## config.mk

```make
export PLATFORM = sky130hd
export DESIGN_NAME = cs_area_select
export DESIGN_NICKNAME = d
export VERILOG_FILES = /design/src/rtl/cs_area_pkg.sv /design/src/rtl/cs_area_ctrl.sv /design/src/rtl/cs_area_dp.sv /design/src/rtl/cs_area_select.sv
export SDC_FILE = /design/constraint.sdc
export NUM_CORES = 1
export LEC_CHECK = 0
export ABC_AREA = 1
export CORE_MARGIN = 2
export CORE_UTILIZATION = 40
export DETAILED_ROUTE_END_ITERATION = 10
export DONT_BUFFER_PORTS = 1
export PLACE_DENSITY = 0.56
export REMOVE_ABC_BUFFERS = 1
export SYNTH_ARGS = -nofsm -noshare
export SYNTH_HDL_FRONTEND = slang
export SYNTH_HIERARCHICAL = 1
export SYNTH_SLANG_ARGS = --single-unit
```

## constraint.sdc

```tcl
create_clock -name clk -period 0.9 [get_ports clk]
set_input_delay 0 -clock clk [delete_from_list [all_inputs] [get_ports clk]]
set_output_delay 0 -clock clk [all_outputs]
set_load 0.01 [all_outputs]
```

## src/rtl/cs_area_pkg.sv

```systemverilog
package cs_area_pkg;

  // Strobes from the cycle control to the select datapath
  typedef struct packed {
    logic loadSel;   // a bus cycle starts on this edge
    logic extSel;    // the starting cycle targets external memory
    logic clearSel;  // the current cycle ends with no new one starting
    logic latchEn;   // move staged enable bits into the active set
  } csStrobe_t;

endpackage

```

## src/rtl/cs_area_ctrl.sv

```systemverilog
module cs_area_ctrl
  import cs_area_pkg::*;
(
  input  logic      clk,
  input  logic      rstN,
  input  logic      busStart,
  input  logic      busEnd,
  input  logic      onChip,
  output csStrobe_t strobes
);

  logic busy;

  // Cycle tracking: a start always wins over an end on the same edge
  always_ff @(posedge clk) begin
    if (!rstN) begin
      busy <= 1'b0;
    end else if (busStart) begin
      busy <= 1'b1;
    end else if (busEnd) begin
      busy <= 1'b0;
    end
  end

  always_comb begin
    strobes.loadSel  = busStart;
    strobes.extSel   = busStart & ~onChip;
    strobes.clearSel = busEnd & busy & ~busStart;
    strobes.latchEn  = busStart;
  end

endmodule

```

## src/rtl/cs_area_dp.sv

```systemverilog
module cs_area_dp
  import cs_area_pkg::*;
#(
  parameter int AREA_BITS = 3,
  parameter int LOW_GROUP = 4,
  localparam int NUM_AREAS = 1 << AREA_BITS,
  localparam int HIGH_W    = NUM_AREAS - LOW_GROUP
) (
  input  logic                 clk,
  input  logic                 rstN,
  input  logic                 modeRomEn,
  input  logic [AREA_BITS-1:0] areaIdx,
  input  csStrobe_t            strobes,
  input  logic                 lowWrEn,
  input  logic [LOW_GROUP-1:0] lowWrData,
  input  logic                 highWrEn,
  input  logic [HIGH_W-1:0]    highWrData,
  output logic [NUM_AREAS-1:0] csN,
  output logic [NUM_AREAS-1:0] csOe
);

  logic [NUM_AREAS-1:0] areaHit;
  logic [NUM_AREAS-1:0] selReg;
  logic [LOW_GROUP-1:0] lowStaged, lowActive, lowResetVal;
  logic [HIGH_W-1:0]    highStaged, highActive;

  // One comparator per area
  for (genvar g = 0; g < NUM_AREAS; g++) begin : g_hit
    assign areaHit[g] = (areaIdx == AREA_BITS'(g));
  end

  // With ROM disabled, select 0 comes out of reset driven
  assign lowResetVal = modeRomEn ? '0 : LOW_GROUP'(1);

  // Select register, written only at cycle boundaries
  always_ff @(posedge clk) begin
    if (!rstN) begin
      selReg <= '0;
    end else if (strobes.loadSel) begin
      selReg <= strobes.extSel ? areaHit : '0;
    end else if (strobes.clearSel) begin
      selReg <= '0;
    end
  end

  // Staged copies take writes at once
  always_ff @(posedge clk) begin
    if (!rstN) begin
      lowStaged  <= lowResetVal;
      highStaged <= '0;
    end else begin
      if (lowWrEn)  lowStaged  <= lowWrData;
      if (highWrEn) highStaged <= highWrData;
    end
  end

  // Active copies move only when a bus cycle opens
  always_ff @(posedge clk) begin
    if (!rstN) begin
      lowActive  <= lowResetVal;
      highActive <= '0;
    end else if (strobes.latchEn) begin
      lowActive  <= lowStaged;
      highActive <= highStaged;
    end
  end

  assign csN  = ~selReg;
  assign csOe = {highActive, lowActive};

endmodule

```

## src/rtl/cs_area_select.sv

```systemverilog
module cs_area_select #(
  parameter int ADDR_W    = 24,
  parameter int AREA_BITS = 3,
  parameter int LOW_GROUP = 4,
  localparam int NUM_AREAS = 1 << AREA_BITS,
  localparam int HIGH_W    = NUM_AREAS - LOW_GROUP
) (
  input  logic                 clk,
  input  logic                 rstN,
  input  logic                 modeRomEn,
  input  logic [ADDR_W-1:0]    busAddr,
  input  logic                 busStart,
  input  logic                 busEnd,
  input  logic                 onChip,
  input  logic                 lowWrEn,
  input  logic [LOW_GROUP-1:0] lowWrData,
  input  logic                 highWrEn,
  input  logic [HIGH_W-1:0]    highWrData,
  output logic [NUM_AREAS-1:0] csN,
  output logic [NUM_AREAS-1:0] csOe
);

  import cs_area_pkg::*;

  csStrobe_t            strobes;
  logic [AREA_BITS-1:0] areaIdx;
  logic                 unusedAddrBits;

  assign areaIdx        = busAddr[ADDR_W-1 -: AREA_BITS];
  assign unusedAddrBits = ^busAddr[ADDR_W-AREA_BITS-1:0];

  cs_area_ctrl u_ctrl (
    .clk      (clk),
    .rstN     (rstN),
    .busStart (busStart),
    .busEnd   (busEnd),
    .onChip   (onChip),
    .strobes  (strobes)
  );

  cs_area_dp #(
    .AREA_BITS (AREA_BITS),
    .LOW_GROUP (LOW_GROUP)
  ) u_dp (
    .clk        (clk),
    .rstN       (rstN),
    .modeRomEn  (modeRomEn),
    .areaIdx    (areaIdx),
    .strobes    (strobes),
    .lowWrEn    (lowWrEn),
    .lowWrData  (lowWrData),
    .highWrEn   (highWrEn),
    .highWrData (highWrData),
    .csN        (csN),
    .csOe       (csOe)
  );

endmodule

```

==> results.cfg, run 1 <==
[status]
outcome = finished, violations left
violations = hold timing, setup timing

[logic_synthesis]
avgSynthCellArea_um2 = 7.72
synth-seq-cells = 25
ys_top_cells_by_count = nor2_1, nand2_1, inv_1
synthArstFlopShare = 0
synth_top_area_frac = 0.324
synth_flop_cell = dfxtp_1
synth_top_cells_by_area = dfxtp_1, edfxtp_1, nor2_1, nand2_1, inv_1
synth_warnings = 6
synth_area_mm2 = 0.00105
synth-edff-count = 8
syn_inst = 136
yosysMostFrequentCell = nor2_1
yosysUniqueCellTypes = 15
seq_area_frac_synth = 0.553
synth_top_cell_by_area = dfxtp_1

[setup_path]
cp.buffers_inverters = 1
crit_fanout = 4
crit_path_end_kind = register
cp.arrival_ns = 1.14
slowest_delay_ns = 0.36
crit_path_top_delay_cell = dfxtp_2
critPathKind = reg2reg
crit_family = simple AND/OR/NAND/NOR gates
crit_top_cell = nor2_1
crit_chain = nand2_2, nor2_4, inv_2, nand2_4, nor2_1, nor2_1, nor2_1
crit_path_start_kind = register
required_ns = 1.12

[grt]
use_met1 = 0.151
antenna_found_initial = 0
grt_overflow = 0
grt_pass1_wl_um = 3460
grt_util_met3 = 0.0422
grt_use_met2 = 0.259
grt_pass1_vias = 865
grt_usage = 0.144
grt.busiest_layer = met2
grt_max_degree = 21

[cells_and_area]
final_area_mm2 = 0.00124
register_area_um2 = 582
postLayoutCoreUtil = 0.502
n_antenna_cell = 0
final_cells = 180
finalNetCount = 191
multi_input_area_um2 = 357
areaGrowthSynthToFinish_pct = 18.4
drive_gt1_frac = 0.100
fillCellCount = 246

[cts]
cts_num_sinks = 25
clk_path_buf_depth = 2
cts_buffers = 3
htreeDepth = 1
clk_latency_ns = 0.31
path_clk_slew_ns = 0.13
cts_hold_buf = 13
cts-root-buf = clkbuf_4
cts_tree = built

[timing]
min_period_over_period = 1.02
rsz0062_at_grt = yes
slew_viol_final = 0
clock.fmax_mhz = 1090
hold_viol = 21
setup_ws_ns = -0.0180
setup-violations-final = 5
clock_skew_ns = 0.000751
fin_hold_ws_ns = -0.193
max-slew-margin-rel = 0.865
worst_pin_slew_ns = 0.200
layout_min_cycle_time_ns = 0.918

[hold_path]
hold_path_class = in2reg

[placement]
place_congestion = 0.722
pre_cts_ws_ns = -0.0542
dp.cells = 164
place_area_mm2 = 0.00107
place.port_buffers = 0
dp_hpwl_um = 1460

[die]
ios = 56
start_util = 0.424
dieHeight_um = 55.2
die_area_mm2 = 0.00305
core_mm2 = 0.00248
rows = 18
die_w_um = 55.2

[flow_run]
cap_violations = 0

[detailed_routing]
drt_iter0_markers = 14
dr_total_vias = 816
routedWlPerCell_um = 11.1
vias_per_cell = 4.53
drt-pass1-iter-count = 4
drc = 0
drt_wl_total_um = 2010
ant_nets = 0

[power]
peakVddDrop_uv = 876
p_total_uw = 1950
powerDensity_mw_per_mm2 = 1570
p_leak_uw = 0.000551
[cell families (layout without fill, tap and decap cells)]
logic type	count (synthesis)	in the layout	synth area share
compound gates	13	13	0.0655
flops	25	25	0.553
buf+inv	31	45	0.129
simple gates	67	67	0.253
[path summary, 6_finish.rpt]
path / start / end / slack [ns] / cells after the start
max: u_ctrl/busy / u_dp/selReg[7] / -0.02 / 7
min: rstN / u_dp/highActive[0] / -0.19 / 2
max reg2reg: u_ctrl/busy / u_dp/selReg[7] / -0.02 / 7
min reg2reg: u_dp/selReg[3] / u_dp/selReg[3] / 0.48 / 2
[power by group]
part	total [uW]	internal, uW	switching [uW]
clock network	491	166	325
logic	180	83.4	96.5
registers	1270	1230	40.4
[per-stage QoR]
stage	setup TNS (ns)	hold WS (ns)
2_1_floorplan	0	0.122
3_5_place_dp	-0.221	0.135
6_report	-0.0509	-0.193
4_1_cts	-0.0827	-0.211
5_1_grt	-0.572	-0.206
3_3_place_gp	-0.115	0.126
[final cells by class]
class                      instances  share of cell area
inverter                          27              0.0816
multi-input combinational         80               0.287
sequential                        25               0.468
clock inverter                     1             0.00403
timing repair buffer              14               0.111
clock buffer                       3              0.0181
tap                               30              0.0302
[sequential cells by signal (all words and copies together), names as in the netlist]
name	count
u_dp/highActive	4
u_dp/highStaged	4
u_dp/lowStaged	4
u_dp/lowActive	4
u_dp/selReg	8
u_ctrl/busy	1
[worst register-to-register path: cells and delay by family (launching register included)]
kind	cells	cell delay, ns
and+or+nand+nor	6	0.42
DFF	1	0.36
buffers and inverters	1	0.05
[cell usage in the layout, fill, tap and decap left out, types with 2 or more instances in the layout]
master         instances
inv_2                  2
edfxtp_1               8
nor2_1                33
dlygate4sd3_1         13
a21oi_1                4
nor2_4                 2
clkbuf_4               3
inv_1                 25
o21ai_0                7
nor2_2                 2
or2_1                  2
nand2_1               25
dfxtp_1               16
[routing by layer]
metal / part of all wire / routed length (um)
met2: 0.52 / 1050
met1: 0.41 / 814
met3: 0.054 / 109
met5: 0 / 0
met4: 0.014 / 28
[what timing repair did]
| item | CTS | global route |
|---|---|---|
| pin swaps | 7 | 7 |
| endpoints found under the setup margin | 8 | 8 |
| gates resized for setup | 6 | 3 |
| endpoints found under the hold margin | 33 | 21 |
| buffers inserted | 0 | 0 |
No activity file was read; power rests on OpenSTA's default activity.
==> run 2: changes to the inputs <==
--- a/config.mk
+++ b/config.mk
@@ -7,10 +7,10 @@
 export LEC_CHECK = 0
 export ABC_AREA = 1
 export CORE_MARGIN = 2
-export CORE_UTILIZATION = 40
+export CORE_UTILIZATION = 50
 export DETAILED_ROUTE_END_ITERATION = 10
 export DONT_BUFFER_PORTS = 1
-export PLACE_DENSITY = 0.56
+export PLACE_DENSITY = 0.68
 export REMOVE_ABC_BUFFERS = 1
 export SYNTH_ARGS = -nofsm -noshare
 export SYNTH_HDL_FRONTEND = slang
==> results.cfg, run 2 (synthesized netlist as in run 1, its figures left out) <==
[flow_run]
cap_violations = 0

[cts]
cts-root-buf = clkbuf_4
clk_latency_ns = 0.30
clk_path_buf_depth = 2
path_clk_slew_ns = 0.12
cts_setup_buffers = 0
cts_hold_buf = 11
cts_num_sinks = 25
cts_tree = built
cts_buffers = 3
htreeDepth = 1

[cells_and_area]
fillCellCount = 191
postLayoutCoreUtil = 0.617
layout_commonest_cell = nor2_1
top_register = u_dp/selReg
largest_reg_flops = 8
drive_gt1_frac = 0.0884
multi_input_area_um2 = 357
layout_common_cells = nor2_1, inv_1, nand2_1, dfxtp_1, dlygate4sd3_1
register_area_um2 = 582
n_antenna_cell = 0
areaGrowthSynthToFinish_pct = 15.3
finalNetCount = 188

[setup_path]
crit_top_cell = nor2_1
crit_family = simple AND/OR/NAND/NOR gates
reg2reg_from = u_ctrl/busy
required_ns = 1.11
crit_path_end_kind = register
crit_chain = nand2_2, nor2_4, inv_2, nand2_4, nor2_1, nor2_1, nor2_1
cp.buffers_inverters = 1
slowest_delay_ns = 0.35
crit_path_top_delay_cell = dfxtp_2
crit_path_start_kind = register
r2r_end = u_dp/selReg[7]
cp.arrival_ns = 1.14
critPathKind = reg2reg
crit_fanout = 4
rrSetupSlack_ns = -0.03
ff2ff_path_depth = 7

[power]
p_leak_uw = 0.000537
switching_share = 0.226
powerDensity_mw_per_mm2 = 1590
peakVddDrop_uv = 939
p_sw_uw = 434
seq_power_share = 0.664
clkPwrFrac = 0.247
comb_power_share = 0.088
internal_power_uw = 1480

[timing]
worst_pin_slew_ns = 0.176
hold_viol = 21
setup_tns_ns = -0.0747
clock_skew_ns = 0.00205
clock.fmax_mhz = 1080
fin_hold_ws_ns = -0.187
layout_min_cycle_time_ns = 0.929
setup_ws_ns = -0.0287
slew_viol_final = 0
setup-violations-final = 4
max-slew-margin-rel = 0.882
rsz0062_at_grt = yes
min_period_over_period = 1.03

[hold_path]
whs_path_depth = 2
hold_path_class = in2reg
worstHoldStart = rstN
holdPathEnd = u_dp/highActive[2]

[placement]
dp_hpwl_um = 1320
place_congestion = 0.754
place.port_buffers = 0

[status]
violations = hold timing, setup timing
outcome = finished, violations left

[die]
rows = 16
ios = 56
die_area_mm2 = 0.00248
dieHeight_um = 49.8
die_w_um = 49.8
start_util = 0.535
core_mm2 = 0.00196

[grt]
grt_pass1_vias = 723
grt_overflow = 0
antenna_found_initial = 0
grt_pass1_wl_um = 2950
grt_max_degree = 21
grt_usage = 0.152

[detailed_routing]
vias_per_cell = 4.56
ant_nets = 0
routedWlPerCell_um = 10.3
drt_iter0_markers = 22
drt-pass1-iter-count = 4
drc = 0
dr_total_vias = 793
drt_wl_total_um = 1790
run 2: changes by cell type in the layout (fill, tap and decap cells not counted):
cell	change
clkinv_2	-1
buf_4	-1
clkbuf_1	+1
dlygate4sd3_1	-2
run 2: through the flow:
stage                     std cells  setup slack (ns)  instance area (um^2)  hold slack (ns)  total power (uW)
after CTS                       174           -0.0445                  1190           -0.198              1930
after detailed placement        159           -0.0604                  1050            0.129              1420
after floorplan                 132            0.0199                  1020            0.122              1390
after global placement          159           -0.0263                  1050            0.128              1410
final                           174           -0.0287                  1210           -0.187              1920
after global routing            174            -0.113                  1210           -0.186              2000
run 2: power by group through the flow:
stage               clock (uW)  sequential (uW)  combinational (uW)
floorplan                    0             1290                 100
global placement             0             1300                 116
detailed placement           0             1300                 119
CTS                        490             1270                 161
global route               520             1280                 197
finish                     474             1270                 170
run 2: timing repair:
item	CTS	global route
pin swaps	3	6
resized for setup	2	7
endpoints found under the setup margin	8	8
endpoints found under the hold margin	29	20
run 2: worst max-delay path by stage:
| stage | startpoint | to | slack (ns) | cells after the start |
|---|---|---|---|---|
| 6_report | u_ctrl/busy | u_dp/selReg[7] | -0.03 | 7 |
| 3_3_place_gp | u_ctrl/busy | u_dp/selReg[4] | -0.03 | 7 |
| 3_5_place_dp | u_ctrl/busy | u_dp/selReg[6] | -0.06 | 7 |
| 4_1_cts | u_ctrl/busy | u_dp/selReg[1] | -0.04 | 5 |
| 2_1_floorplan | u_ctrl/busy | u_dp/selReg[4] | 0.02 | 7 |
| 5_1_grt | u_ctrl/busy | u_dp/selReg[6] | -0.11 | 7 |
run 2: layer usage:
layer	track usage	vias up	share of wire
met1	0.171	342	0.42
met4	0.0556	0	0.0067
li1	-	426	-
met2	0.271	23	0.51
met5	0	-	0
met3	0.0424	2	0.059
run 2: layout make-up:
type,instances,area share
clock buffers,4,0.0217
repair buffers,11,0.0910
multi-input cells,80,0.295
well taps,27,0.0279
flip-flops and latches,25,0.481
inverters,27,0.0838
